## src/rtl/tmr_irq_pkg.sv

```systemverilog
package tmr_irq_pkg;

   // clock-select code -> log2 of the divide ratio; codes 0,6,7 stop the timer
   localparam int unsigned SEL_W   = 3;
   localparam int unsigned SEL_MAX = 5;

   function automatic int unsigned div_shift(input int unsigned sel);
      case (sel)
         1:       return 0;
         2:       return 3;
         3:       return 6;
         4:       return 8;
         5:       return 10;
         default: return 0;
      endcase
   endfunction

   function automatic int unsigned max_u(input int unsigned a, input int unsigned b);
      return (a > b) ? a : b;
   endfunction

endpackage

```

## src/rtl/tmr_irq_prescaler.sv

```systemverilog
module tmr_irq_prescaler
   import tmr_irq_pkg::*;
(
   input  logic             clk,
   input  logic             rst_n,
   input  logic [SEL_W-1:0] clk_sel,
   output logic             tick
);
   localparam int unsigned PSC_W = div_shift(SEL_MAX);
   localparam int unsigned NSEL  = 2 ** SEL_W;

   logic [PSC_W-1:0] psc_q;
   logic [NSEL-1:0]  tap;

   always_ff @(posedge clk or negedge rst_n) begin
      if (!rst_n) psc_q <= '0;
      else        psc_q <= psc_q + 1'b1;
   end

   for (genvar s = 0; s < NSEL; s++) begin : g_tap
      localparam int unsigned SH = div_shift(s);
      if (s == 0 || s > SEL_MAX) begin : g_off
         assign tap[s] = 1'b0;
      end else if (SH == 0) begin : g_full
         assign tap[s] = 1'b1;
      end else begin : g_div
         assign tap[s] = &psc_q[SH-1:0];
      end
   end

   assign tick = tap[clk_sel];

   // a stopped selection never yields a tick
   a_r10_off_no_tick: assert property (@(posedge clk) disable iff (!rst_n)
      (clk_sel == '0) |-> !tick);

endmodule

```

## src/rtl/tmr_irq_counter.sv

```systemverilog
module tmr_irq_counter #(
   parameter int unsigned CNT_W = 8
) (
   input  logic             clk,
   input  logic             rst_n,
   input  logic             tick,
   input  logic [CNT_W-1:0] cmp_val,
   input  logic             hw_clr,
   input  logic             wr_en,
   input  logic             wr_data,
   output logic             hit,
   output logic             flag
);
   if (CNT_W < 2) begin : g_chk_w
      $error("CNT_W must be at least 2");
   end

   logic [CNT_W-1:0] cnt_q;
   logic             flag_q;

   assign hit = tick && (cnt_q == cmp_val);

   always_ff @(posedge clk or negedge rst_n) begin
      if (!rst_n)    cnt_q <= '0;
      else if (tick) cnt_q <= cnt_q + 1'b1;
   end

   // a new match wins over any clear in the same cycle
   always_ff @(posedge clk or negedge rst_n) begin
      if (!rst_n)                           flag_q <= 1'b0;
      else if (hit)                         flag_q <= 1'b1;
      else if (hw_clr || (wr_en && wr_data)) flag_q <= 1'b0;
   end

   assign flag = flag_q;

   // writing zero never drops a set flag
   a_r8_zero_write_keeps: assert property (@(posedge clk) disable iff (!rst_n)
      (flag_q && wr_en && !wr_data && !hw_clr) |=> flag_q);

endmodule

```

## src/rtl/tmr_irq_seq.sv

```systemverilog
module tmr_irq_seq
   import tmr_irq_pkg::*;
#(
   parameter int unsigned LEN_W     = 3,
   parameter int unsigned ENTRY_CYC = 3,
   parameter int unsigned RETI_CYC  = 4
) (
   input  logic             clk,
   input  logic             rst_n,
   input  logic             insn_start,
   input  logic [LEN_W-1:0] insn_len,
   input  logic             sei_evt,
   input  logic             reti_evt,
   input  logic             flag,
   input  logic             local_en,
   output logic             take,
   output logic             vec_take,
   output logic             stall,
   output logic             gie
);
   localparam int unsigned MAXLEN = max_u((2 ** LEN_W) - 1, RETI_CYC);
   localparam int unsigned REM_W  = $clog2(MAXLEN);
   localparam int unsigned LW     = REM_W + 1;
   localparam int unsigned ENT_W  = $clog2(ENTRY_CYC + 1);

   if (LEN_W < 2)    begin : g_chk_len   $error("LEN_W must be at least 2"); end
   if (ENTRY_CYC < 1) begin : g_chk_ent  $error("ENTRY_CYC must be at least 1"); end
   if (RETI_CYC < 2) begin : g_chk_reti  $error("RETI_CYC must be at least 2"); end

   logic [REM_W-1:0] rem_q;
   logic [ENT_W-1:0] ent_q;
   logic             gie_q;
   logic             en_pend_q;
   logic [LW-1:0]    eff_len;
   logic             bnd;
   logic             en_evt;

   always_comb begin
      eff_len = reti_evt ? LW'(RETI_CYC) : {{(LW-LEN_W){1'b0}}, insn_len};
      bnd     = insn_start ? (eff_len == LW'(1)) : (rem_q == REM_W'(1));
      en_evt  = insn_start ? (sei_evt || reti_evt) : en_pend_q;
      take    = bnd && flag && local_en && gie_q;
   end

   always_ff @(posedge clk or negedge rst_n) begin
      if (!rst_n) begin
         rem_q     <= '0;
         en_pend_q <= 1'b0;
      end else if (insn_start) begin
         rem_q     <= REM_W'(eff_len - LW'(1));
         en_pend_q <= sei_evt || reti_evt;
      end else if (rem_q != '0) begin
         rem_q     <= rem_q - 1'b1;
      end
   end

   // enable rises only at the end of the enabling instruction, so the take
   // test of the next boundary is the earliest one that can see it
   always_ff @(posedge clk or negedge rst_n) begin
      if (!rst_n)              gie_q <= 1'b0;
      else if (take)           gie_q <= 1'b0;
      else if (bnd && en_evt)  gie_q <= 1'b1;
   end

   always_ff @(posedge clk or negedge rst_n) begin
      if (!rst_n)              ent_q <= '0;
      else if (take)           ent_q <= ENT_W'(ENTRY_CYC);
      else if (ent_q != '0)    ent_q <= ent_q - 1'b1;
   end

   assign vec_take = (ent_q == ENT_W'(ENTRY_CYC));
   assign stall    = (ent_q != '0) || (rem_q != '0);
   assign gie      = gie_q;

   // the processor must not start an instruction while held
   a_r7_no_issue_in_stall: assert property (@(posedge clk) disable iff (!rst_n)
      insn_start |-> !stall);
   // entry pulse is single and holds the processor
   a_r7_entry_pulse: assert property (@(posedge clk) disable iff (!rst_n)
      vec_take |-> (stall && !gie_q));
   a_r7_pulse_once: assert property (@(posedge clk) disable iff (!rst_n)
      vec_take |=> !vec_take);
   // return occupies further cycles after its first
   a_r5_reti_busy: assert property (@(posedge clk) disable iff (!rst_n)
      (insn_start && reti_evt) |=> (stall && !gie_q));

endmodule

```

## src/rtl/tmr_irq_top.sv

```systemverilog
module tmr_irq_top
   import tmr_irq_pkg::*;
#(
   parameter int unsigned CNT_W     = 8,
   parameter int unsigned LEN_W     = 3,
   parameter int unsigned ENTRY_CYC = 3,
   parameter int unsigned RETI_CYC  = 4
) (
   input  logic             clk,
   input  logic             rst_n,
   input  logic [2:0]       clk_sel,
   input  logic [CNT_W-1:0] cmp_val,
   input  logic             irq_en,
   input  logic             flag_wr,
   input  logic             flag_wdata,
   input  logic             insn_start,
   input  logic [LEN_W-1:0] insn_len,
   input  logic             sei_evt,
   input  logic             reti_evt,
   output logic             flag_rd,
   output logic             vec_take,
   output logic             stall,
   output logic             gie
);
   logic tick;
   logic cmp_hit;
   logic take;
   logic flag_q;

   tmr_irq_prescaler u_psc (
      .clk     (clk),
      .rst_n   (rst_n),
      .clk_sel (clk_sel),
      .tick    (tick)
   );

   tmr_irq_counter #(.CNT_W(CNT_W)) u_cnt (
      .clk     (clk),
      .rst_n   (rst_n),
      .tick    (tick),
      .cmp_val (cmp_val),
      .hw_clr  (take),
      .wr_en   (flag_wr),
      .wr_data (flag_wdata),
      .hit     (cmp_hit),
      .flag    (flag_q)
   );

   tmr_irq_seq #(
      .LEN_W     (LEN_W),
      .ENTRY_CYC (ENTRY_CYC),
      .RETI_CYC  (RETI_CYC)
   ) u_seq (
      .clk        (clk),
      .rst_n      (rst_n),
      .insn_start (insn_start),
      .insn_len   (insn_len),
      .sei_evt    (sei_evt),
      .reti_evt   (reti_evt),
      .flag       (flag_q),
      .local_en   (irq_en),
      .take       (take),
      .vec_take   (vec_take),
      .stall      (stall),
      .gie        (gie)
   );

   assign flag_rd = flag_q;

   // a vector follows a cycle in which the flag was visible and enabled
   a_r3_flag_before_take: assert property (@(posedge clk) disable iff (!rst_n)
      vec_take |-> $past(flag_q && irq_en));
   // entry starts with the flag already cleared
   a_r6_take_clears_flag: assert property (@(posedge clk) disable iff (!rst_n)
      (vec_take && !$past(cmp_hit)) |-> !flag_q);
   // write-one clears
   a_r8_w1c: assert property (@(posedge clk) disable iff (!rst_n)
      (flag_wr && flag_wdata && !cmp_hit) |=> !flag_q);
   // masked source never vectors
   a_r9_local_mask: assert property (@(posedge clk) disable iff (!rst_n)
      !irq_en |=> !vec_take);
   // stopped timer never raises the flag
   a_r10_off_no_set: assert property (@(posedge clk) disable iff (!rst_n)
      (clk_sel == 3'd0) |=> !$rose(flag_q));

endmodule

```

## config.mk

```make
export PLATFORM = sky130hd
export DESIGN_NAME = tmr_irq_top
export DESIGN_NICKNAME = d
export VERILOG_FILES = /design/src/rtl/tmr_irq_pkg.sv /design/src/rtl/tmr_irq_prescaler.sv /design/src/rtl/tmr_irq_counter.sv /design/src/rtl/tmr_irq_seq.sv /design/src/rtl/tmr_irq_top.sv
export SDC_FILE = /design/constraint.sdc
export NUM_CORES = 1
export LEC_CHECK = 0
export ABC_AREA = 1
export BUFFER_PORTS_ARGS = -buffer_cell sky130_fd_sc_hd__buf_4
export CORE_MARGIN = 5
export CORE_UTILIZATION = 41
export CTS_CLUSTER_DIAMETER = 200
export DETAILED_ROUTE_END_ITERATION = 10
export PLACE_DENSITY = 0.59
export SYNTH_ARGS = -nofsm -noshare
export SYNTH_HDL_FRONTEND = slang
export SYNTH_SLANG_ARGS = --single-unit
```

## constraint.sdc

```tcl
create_clock -name clk -period 1.75 [get_ports clk]
set_input_delay 0.35 -clock clk [delete_from_list [all_inputs] [get_ports clk]]
set_output_delay 0.35 -clock clk [all_outputs]
set_load 0.005 [all_outputs]
```

==> results of run 1 <==
-- per-stage QoR --
| step | std cells | area, um2 | hold slack, ns | setup slack, ns |
|---|---|---|---|---|
| 6_report | 283 | 1903 | 0.3236 | 0.1613 |
| 4_1_cts | 283 | 1903 | 0.3169 | 0.1471 |
| 2_1_floorplan | 205 | 1590 | 0.05441 | 0.3004 |
| 3_5_place_dp | 278 | 1838 | 0.2796 | 0.1644 |
| 5_1_grt | 283 | 1903 | 0.3346 | 0.02466 |
| 3_3_place_gp | 278 | 1838 | 0.2791 | 0.1989 |
-- area by class of cell --
| cell class | count | area [um2] |
|---|---|---|
| Sequential cell | 26 | 650.6 |
| Multi-Input combinational cell | 147 | 819.5 |
| Clock buffer | 4 | 55.05 |
| Timing Repair Buffer | 26 | 197.7 |
| Inverter | 32 | 120.1 |
| Fill cell | 378 | 1813 |
| Tap cell | 48 | 60.06 |
-- cells by family after synthesis --
kind of cell / count (synthesis) / synth area share
xor+xnor: 14 / 0.07711
fa+ha+maj: 10 / 0.07868
buf+inv: 32 / 0.07553
flops: 26 / 0.4091
simple gates: 109 / 0.3053
compound gates: 14 / 0.05429
-- power breakdown --
part / leakage [nW] / switching, mW / internal [mW]
Combinational: 0.707 / 0.230 / 0.207
Clock: 0.0288 / 0.181 / 0.201
Sequential: 0.324 / 0.0864 / 0.684
Total: 1.06 / 0.497 / 1.09
-- cells in the final DEF, fill, tap and decap left out, types with 2 or more instances in the layout --
cell type / instances
nand2_1: 63
inv_1: 32
dfrtp_1: 26
buf_4: 25
nor2_1: 19
nand3_1: 16
xor2_1: 13
ha_1: 10
a21oi_1: 6
o21ai_0: 5
clkbuf_8: 4
nand4_1: 3
nor3_1: 2
nand2_4: 2
-- timing repair --
item,4_1_cts,5_1_grt
endpoints found under the hold margin,26,0
gates resized for setup,0,0
hold buffers,1,0
buffers inserted,0,0
-- registers in the layout, summed over array words and instances, names as in the netlist --
signal / count
u_psc.psc_q: 10
u_cnt.cnt_q: 8
u_seq.rem_q: 3
u_seq.gie: 1
u_cnt.flag: 1
u_seq.ent_q: 2
u_seq.en_pend_q: 1
-- layer usage --
metal  global-route usage  up-vias
li1                     -      693
met1               0.1722      559
met2               0.1992       14
met3              0.02216        4
met4              0.01879        0
met5                    0        -
-- worst paths after layout --
| path | startpoint | endpoint | slack (ns) | cells after the start |
|---|---|---|---|---|
| worst max-delay path | u_psc.psc_q[0] | u_cnt.cnt_q[1] | 0.16 | 8 |
| min in group asynchronous | rst_n | u_psc.psc_q[4] | 0.52 | 2 |
| worst min register to register | u_psc.psc_q[9] | u_psc.psc_q[9] | 0.48 | 1 |
| worst max register to register | u_psc.psc_q[0] | u_cnt.cnt_q[1] | 0.16 | 8 |
| worst min-delay path | insn_start | u_seq.en_pend_q | 0.32 | 2 |
| max in group asynchronous | rst_n | u_seq.rem_q[1] | 0.98 | 2 |
==> results.json, run 1 <==
{
  "power.leakage_nw": 1.059,
  "crit_family": "adder cells",
  "h-tree-depth": 1,
  "yosys_warnings": 0,
  "arrival_ns": 1.75,
  "vias": 1270,
  "grt_overflow": 0,
  "synth_most_common_cell": "nand2_1",
  "wirelength_mm": 2.887,
  "clock.fmax_ghz": 0.6295,
  "clock_skew_ns": 0.001984,
  "coreArea_um2": 3716,
  "routed_via_density": 4.488,
  "cts_tree": "yes",
  "grt_max_degree": 27,
  "hp-class": "in2reg",
  "synth-seq-cells": 26,
  "maxCapViolCount": 0,
  "cts-root-buf": "clkbuf_8",
  "utilization": 0.5121,
  "synth_nets": 237,
  "avgSynthCellArea_um2": 7.757,
  "std_cell_rows": 22,
  "ir_worst_vdd_mv": 0.3709,
  "critPathKind": "reg2reg",
  "dp_hpwl_mm": 2.268,
  "wl_met1_mm": 1.437,
  "synthDistinctLibCells": 20,
  "fin_crit_sh": 0.9078,
  "clk_latency_ns": 0.26,
  "finalHoldViolations": 0,
  "start_util": 0.4279,
  "status": "finished, final reports clean",
  "cp-start-kind": "flip-flop",
  "slew_headroom": 0.7371,
  "power_density_nw_per_um2": 834.8,
  "path_cells": "ha_1 > ha_1 > a21oi_1 > nor2_1 > o21ai_4 > nand2_4 > nand2_1 > nand2_1",
  "synth_ff_type": "dfrtp_1",
  "wl_per_cell_um": 10.20,
  "synth_top_area_cell": "dfrtp_1",
  "numCtsBuffers": 3,
  "clk_pin_slew_worst_paths_ns": 0.09,
  "finalSetupViolations": 0,
  "final_max_slew_viol_count": 0,
  "dr_wl_met3_um": 113,
  "antenna_found_initial": 0,
  "netlist_area_um2": 1590,
  "synth_edf_count": 0,
  "track_usage": 0.1221,
  "fp.dieW_um": 72.28,
  "grt_setup_unrepaired": "no",
  "antenna_left": 0,
  "seq_area_frac_synth": 0.4091,
  "grt_pass1_vias": 1207,
  "grt_first_pass_wirelength_mm": 5.161,
  "place.gp.congestion": 0.7630,
  "port_buffers": 25,
  "die_h_um": 72.28,
  "critPathCaptureType": "flip-flop",
  "top_layer": "met4",
  "drtIter0Drc": 51,
  "ys_top_cells_by_area": "dfrtp_1, nand2_1, ha_1",
  "detail_route.first_pass.iterations": 4,
  "synth_top_area_frac": 0.4091,
  "critical_path.slowest_cell": "dfrtp_1",
  "nNetsFinal": 268,
  "async_flop_share": 1.000,
  "antennaDiodeCount": 0,
  "power_mw": 1.589,
  "cp_max_fo": 9,
  "clockBufferDepth": 2,
  "tightest_slew_ns": 0.3913,
  "drc": 0,
  "path_buf_inv": 0,
  "finalSetupTns_ns": 0,
  "fp.dieArea_um2": 5224,
  "min_period_ns": 1.589,
  "clock-sinks": 26,
  "drive_above_1_share": 0.1489,
  "critical-path-max-stage-delay_ns": 0.42,
  "synthTopCellsByCount": "nand2_1, inv_1, dfrtp_1",
  "crit_required_ns": 1.91,
  "met2WireLength_mm": 1.322,
  "ios": 26,
  "synth_cells": 205,
  "syn2layout_area_growth_pct": 19.67
}
Note: power is estimated with default switching activity, not from simulation.
==> run 2, diff against run 1 <==
--- a/config.mk
+++ b/config.mk
@@ -7,11 +7,12 @@
 export LEC_CHECK = 0
 export ABC_AREA = 1
 export BUFFER_PORTS_ARGS = -buffer_cell sky130_fd_sc_hd__buf_4
-export CORE_MARGIN = 5
+export CELL_PAD_IN_SITES_DETAIL_PLACEMENT = 1
+export CELL_PAD_IN_SITES_GLOBAL_PLACEMENT = 1
 export CORE_UTILIZATION = 41
 export CTS_CLUSTER_DIAMETER = 200
 export DETAILED_ROUTE_END_ITERATION = 10
-export PLACE_DENSITY = 0.59
+export PLACE_DENSITY_LB_ADDON = 0.1
 export SYNTH_ARGS = -nofsm -noshare
 export SYNTH_HDL_FRONTEND = slang
 export SYNTH_SLANG_ARGS = --single-unit
==> results.json, run 2 (synthesized netlist as in run 1, its figures left out) <==
{
  "clock_skew_ns": 0.004791,
  "antenna_found_initial": 0,
  "wl_per_cell_um": 12.23,
  "vias": 1353,
  "swShare": 0.3279,
  "grt_overflow": 0,
  "cp-start-kind": "flip-flop",
  "drtIter0Drc": 25,
  "path_buf_inv": 0,
  "path_cells": "ha_1 > ha_1 > a21oi_1 > nor2_1 > o21ai_4 > nand2_4 > nand2_1 > nand2_1",
  "routed_via_density": 4.781,
  "critPathKind": "reg2reg",
  "antenna_left": 0,
  "final_max_slew_viol_count": 0,
  "finalSetupViolations": 0,
  "ios": 26,
  "clock-sinks": 26,
  "std_cell_rows": 22,
  "detail_route.first_pass.iterations": 3,
  "cts_tree": "yes",
  "syn2layout_area_growth_pct": 19.67,
  "place.gp.congestion": 0.7484,
  "critical-path-max-stage-delay_ns": 0.42,
  "nNetsFinal": 268,
  "grt_setup_unrepaired": "no",
  "p_clk_frac": 0.236,
  "pwr-share-seq": 0.475,
  "drive_above_1_share": 0.1489,
  "top_layer": "met4",
  "post-cts-setup-buffers": 0,
  "grt_first_pass_wirelength_mm": 6.251,
  "finalHoldViolations": 0,
  "clockBufferDepth": 2,
  "maxCapViolCount": 0,
  "h-tree-depth": 1,
  "clk_latency_ns": 0.27,
  "tightest_slew_ns": 0.3919,
  "crit_family": "adder cells",
  "port_buffers": 25,
  "track_usage": 0.1931,
  "internal-power_mw": 1.098,
  "antennaDiodeCount": 0,
  "grt_max_degree": 27,
  "fp.dieW_um": 64.28,
  "slew_headroom": 0.7367,
  "coreArea_um2": 3689,
  "power.leakage_nw": 1.059,
  "grt_pass1_vias": 1438,
  "p_sw_uw": 535.8,
  "status": "finished, final reports clean",
  "critPathCaptureType": "flip-flop",
  "finalSetupTns_ns": 0,
  "post_cts_resized": 0,
  "drc": 0,
  "hp-class": "in2reg",
  "cp_max_fo": 9,
  "ir_worst_vdd_mv": 0.3759,
  "comb_power_share": 0.290,
  "power_density_nw_per_um2": 858.6,
  "min_period_ns": 1.629,
  "fp.dieArea_um2": 4132,
  "clock.fmax_ghz": 0.6140,
  "crit_required_ns": 1.91,
  "cts-root-buf": "clkbuf_8",
  "met2WireLength_mm": 1.796,
  "power_mw": 1.634,
  "start_util": 0.4311,
  "largest_register_ffs": 10,
  "dp_hpwl_mm": 2.843,
  "top_regs": "u_psc.psc_q x10, u_cnt.cnt_q x8, u_seq.rem_q x3",
  "final_common_cell": "nand2_1",
  "critical_path.slowest_cell": "dfrtp_1",
  "final_cell_mix": "nand2_1, inv_1, dfrtp_1",
  "largest_register": "u_psc.psc_q",
  "die_h_um": 64.28,
  "dr_wl_met3_um": 77,
  "clk_pin_slew_worst_paths_ns": 0.09,
  "arrival_ns": 1.79,
  "wl_met1_mm": 1.566,
  "fin_crit_sh": 0.9306,
  "wirelength_mm": 3.460,
  "numCtsBuffers": 3,
  "nFillCells": 476
}
==> run 2: path summary, 6_finish.rpt <==
kind	from	end	slack, ns	depth (start not counted)
max	u_psc.psc_q[0]	u_cnt.cnt_q[0]	0.12	8
min	insn_start	u_seq.en_pend_q	0.32	2
max reg2reg	u_psc.psc_q[0]	u_cnt.cnt_q[0]	0.12	8
min reg2reg	u_psc.psc_q[9]	u_psc.psc_q[9]	0.49	1
max in group asynchronous	rst_n	u_psc.psc_q[8]	0.97	2
min in group asynchronous	rst_n	u_psc.psc_q[6]	0.53	2
==> run 2: power by group through the flow <==
stage                     sequential [mW]  combinational [mW]  clock [mW]
after floorplan                     0.762               0.313           0
after global placement              0.779               0.427           0
after detailed placement            0.787               0.483           0
after CTS                           0.776               0.487       0.402
after global routing                0.793               0.556       0.416
final                               0.776               0.473       0.385
==> run 2: per-layer routing <==
metal / vias up / GRT usage
li1: 693 / -
met1: 645 / 0.2311
met2: 13 / 0.3553
met3: 2 / 0.02321
met4: 0 / 0.05833
met5: - / 0
==> run 2: metrics by stage <==
step / hold slack, ns / area, um2 / util / setup slack [ns] / cells
final: 0.3228 / 1903 / 0.5159 / 0.1214 / 283
after global routing: 0.3416 / 1903 / 0.5159 / 0.003704 / 283
after CTS: 0.3211 / 1903 / 0.5159 / 0.1094 / 283
after detailed placement: 0.2836 / 1838 / 0.4983 / 0.1240 / 278
after global placement: 0.2765 / 1838 / 0.4983 / 0.2099 / 278
after floorplan: 0.05441 / 1590 / - / 0.3004 / 205
==> run 2: area by class of cell <==
class	count	area, um2	share of cell area
Clock buffer	4	55.05	0.02893
Inverter	32	120.1	0.06312
Timing Repair Buffer	26	197.7	0.1039
Tap cell	48	60.06	0.03156
Multi-Input combinational cell	147	819.5	0.4306
Sequential cell	26	650.6	0.3419
==> run 2: timing repair <==
item / CTS / global route
hold endpoints to repair: 26 / 0
hold buffers: 1 / 0
setup endpoints to repair: 0 / 1
==> run 2: worst register-to-register path, cell delays in order (launching register included) <==
cell,delay (ns)
dfrtp_1,0.42
ha_1,0.27
ha_1,0.19
a21oi_1,0.15
nor2_1,0.09
o21ai_4,0.12
nand2_4,0.14
nand2_1,0.09
nand2_1,0.05
==> run 3, diff against run 2 <==
--- a/config.mk
+++ b/config.mk
@@ -9,6 +9,7 @@
 export BUFFER_PORTS_ARGS = -buffer_cell sky130_fd_sc_hd__buf_4
 export CELL_PAD_IN_SITES_DETAIL_PLACEMENT = 1
 export CELL_PAD_IN_SITES_GLOBAL_PLACEMENT = 1
+export CORE_MARGIN = 1
 export CORE_UTILIZATION = 41
 export CTS_CLUSTER_DIAMETER = 200
 export DETAILED_ROUTE_END_ITERATION = 10
==> constraint.sdc (replaced) <==
create_clock -name clk -period 1.5 [get_ports clk]
set_input_delay 0.3 -clock clk [delete_from_list [all_inputs] [get_ports clk]]
set_output_delay 0.3 -clock clk [all_outputs]
set_load 0.005 [all_outputs]
==> results.json, run 3 (synthesized netlist as in run 1, its figures left out) <==
{
  "status": "finished, final reports clean",
  "start_util": 0.4311,
  "placed_area_um2": 1868,
  "coreArea_um2": 3689,
  "critPathKind": "reg2reg",
  "clk_latency_ns": 0.27,
  "fin_area_um2": 2052,
  "ios": 26,
  "final_cell_mix": "nand2_1, buf_4, inv_1",
  "nNetsFinal": 278,
  "worstReg2RegStart": "u_psc.psc_q[0]",
  "dp_hpwl_mm": 2.916,
  "ir_worst_vdd_mv": 0.4633,
  "grt_overflow": 0,
  "std_cell_rows": 22,
  "dp.cells": 282,
  "grt_first_pass_wirelength_mm": 6.423,
  "hp-class": "in2reg",
  "clock-sinks": 26,
  "dpl_worst_slack_ns": -0.03039,
  "register_area_um2": 650.6,
  "power_density_nw_per_um2": 1045,
  "antenna_left": 0,
  "largest_register": "u_psc.psc_q",
  "finalSetupTns_ns": 0,
  "grt_pass1_vias": 1470,
  "detail_route.first_pass.iterations": 4,
  "holdPathEnd": "u_seq.en_pend_q",
  "fp.dieW_um": 64.28,
  "numCtsBuffers": 3,
  "cts_tree": "yes",
  "place.gp.congestion": 0.7752,
  "clock.fmax_ghz": 0.6851,
  "arrival_ns": 1.62,
  "cts-root-buf": "clkbuf_8",
  "multi_input_area_um2": 873.3,
  "routed_via_density": 4.823,
  "utilization": 0.5563,
  "fin_crit_sh": 0.9731,
  "power.leakage_nw": 1.110,
  "top_regs": "u_psc.psc_q x10, u_cnt.cnt_q x8, u_seq.rem_q x3",
  "h-tree-depth": 1,
  "critPathCaptureType": "flip-flop",
  "antenna_found_initial": 0,
  "clock_skew_ns": 0.008242,
  "final_cells": 293,
  "cp_max_fo": 9,
  "tightest_slew_ns": 0.3297,
  "cp-start-kind": "flip-flop",
  "maxCapViolCount": 0,
  "drc": 0,
  "fp.dieArea_um2": 4132,
  "die_h_um": 64.28,
  "final_common_cell": "nand2_1",
  "wl_per_cell_um": 13.06,
  "nFillCells": 478,
  "grt_max_degree": 27,
  "clk_pin_slew_worst_paths_ns": 0.10,
  "drtIter0Drc": 40,
  "hold_depth": 2,
  "finalSetupViolations": 0,
  "reg2regPathDepth": 8,
  "syn2layout_area_growth_pct": 29.03,
  "slew_headroom": 0.7802,
  "crit_required_ns": 1.66,
  "track_usage": 0.2010,
  "drive_above_1_share": 0.2327,
  "wirelength_mm": 3.826,
  "finalHoldViolations": 0,
  "rrSetupSlack_ns": 0.04,
  "largest_register_ffs": 10,
  "clockBufferDepth": 2,
  "port_buffers": 25,
  "vias": 1413,
  "hold_start": "insn_start",
  "setup_ws_ns": 0.04042,
  "crit_start": "u_psc.psc_q[0]",
  "antennaDiodeCount": 0,
  "min_period_ns": 1.460,
  "r2r-end": "u_cnt.flag",
  "final_max_slew_viol_count": 0
}
run 3: changes by cell type in the layout (fill, tap and decap cells not counted), moves of 2 or more:
cell | previous run | this run
inv_1 | 32 | 28
ha_1 | 10 | 6
inv_2 | 0 | 4
nor2_2 | 0 | 2
nor2_1 | 19 | 17
buf_4 | 25 | 34
ha_4 | 0 | 3
run 3: through the flow:
| step | hold WS (ns) | power [mW] |
|---|---|---|
| floorplan | 0.004409 | 1.254 |
| global placement | 0.2248 | 1.410 |
| detailed placement | 0.2292 | 1.471 |
| CTS | 0.2923 | 2.090 |
| global route | 0.3007 | 2.297 |
| finish | 0.2883 | 2.144 |
run 3: report_power, final:
group / switching (mW) / leakage, nW / internal (mW)
Sequential: 0.105 / 0.324 / 0.797
Clock: 0.232 / 0.0357 / 0.357
Combinational: 0.334 / 0.750 / 0.318
run 3: how the worst max path moves through the flow:
stage | endpoint | slack [ns] | cells past startpoint
final | u_cnt.flag | 0.04 | 8
after global routing | u_cnt.cnt_q[4] | -0.05 | 8
after CTS | stall | 0.007 | 4
after detailed placement | u_cnt.cnt_q[0] | -0.03 | 8
after global placement | u_cnt.cnt_q[3] | 0.04 | 8
after floorplan | u_cnt.flag | 0.05 | 8
run 3: per-layer routing:
metal	vias to the layer above	track usage	share of wire
met1	685	0.2358	0.43
met3	2	0.02679	0.017
li1	713	-	-
met2	13	0.3750	0.55
met5	-	0	0
met4	0	0.05833	0.0050
run 3: worst max-delay path, cell delays in order, from the launching register on:
cell and delay [ns]:
dfrtp_1 0.43, ha_4 0.19, ha_2 0.17, a21oi_2 0.14, nor2_2 0.07, o21ai_4 0.09
nand2_4 0.12, nand2_1 0.10, nand2_1 0.05
run 3: layout make-up:
cell class	count	area share
tap	48	0.02927
clock inverter	1	0.01463
multi-input combinational	147	0.4256
clock buffer	3	0.02012
timing repair buffer	36	0.1348
inverter	32	0.05854
sequential	26	0.3171
run 3: timing repair:
| item | 4_1_cts | 5_1_grt |
|---|---|---|
| hold endpoints to repair | 26 | 0 |
| pin swaps | 3 | 7 |
| hold buffers | 1 | 0 |
| endpoints found under the setup margin | 10 | 11 |
| setup buffers | 3 | 3 |
| gates resized for setup | 5 | 11 |
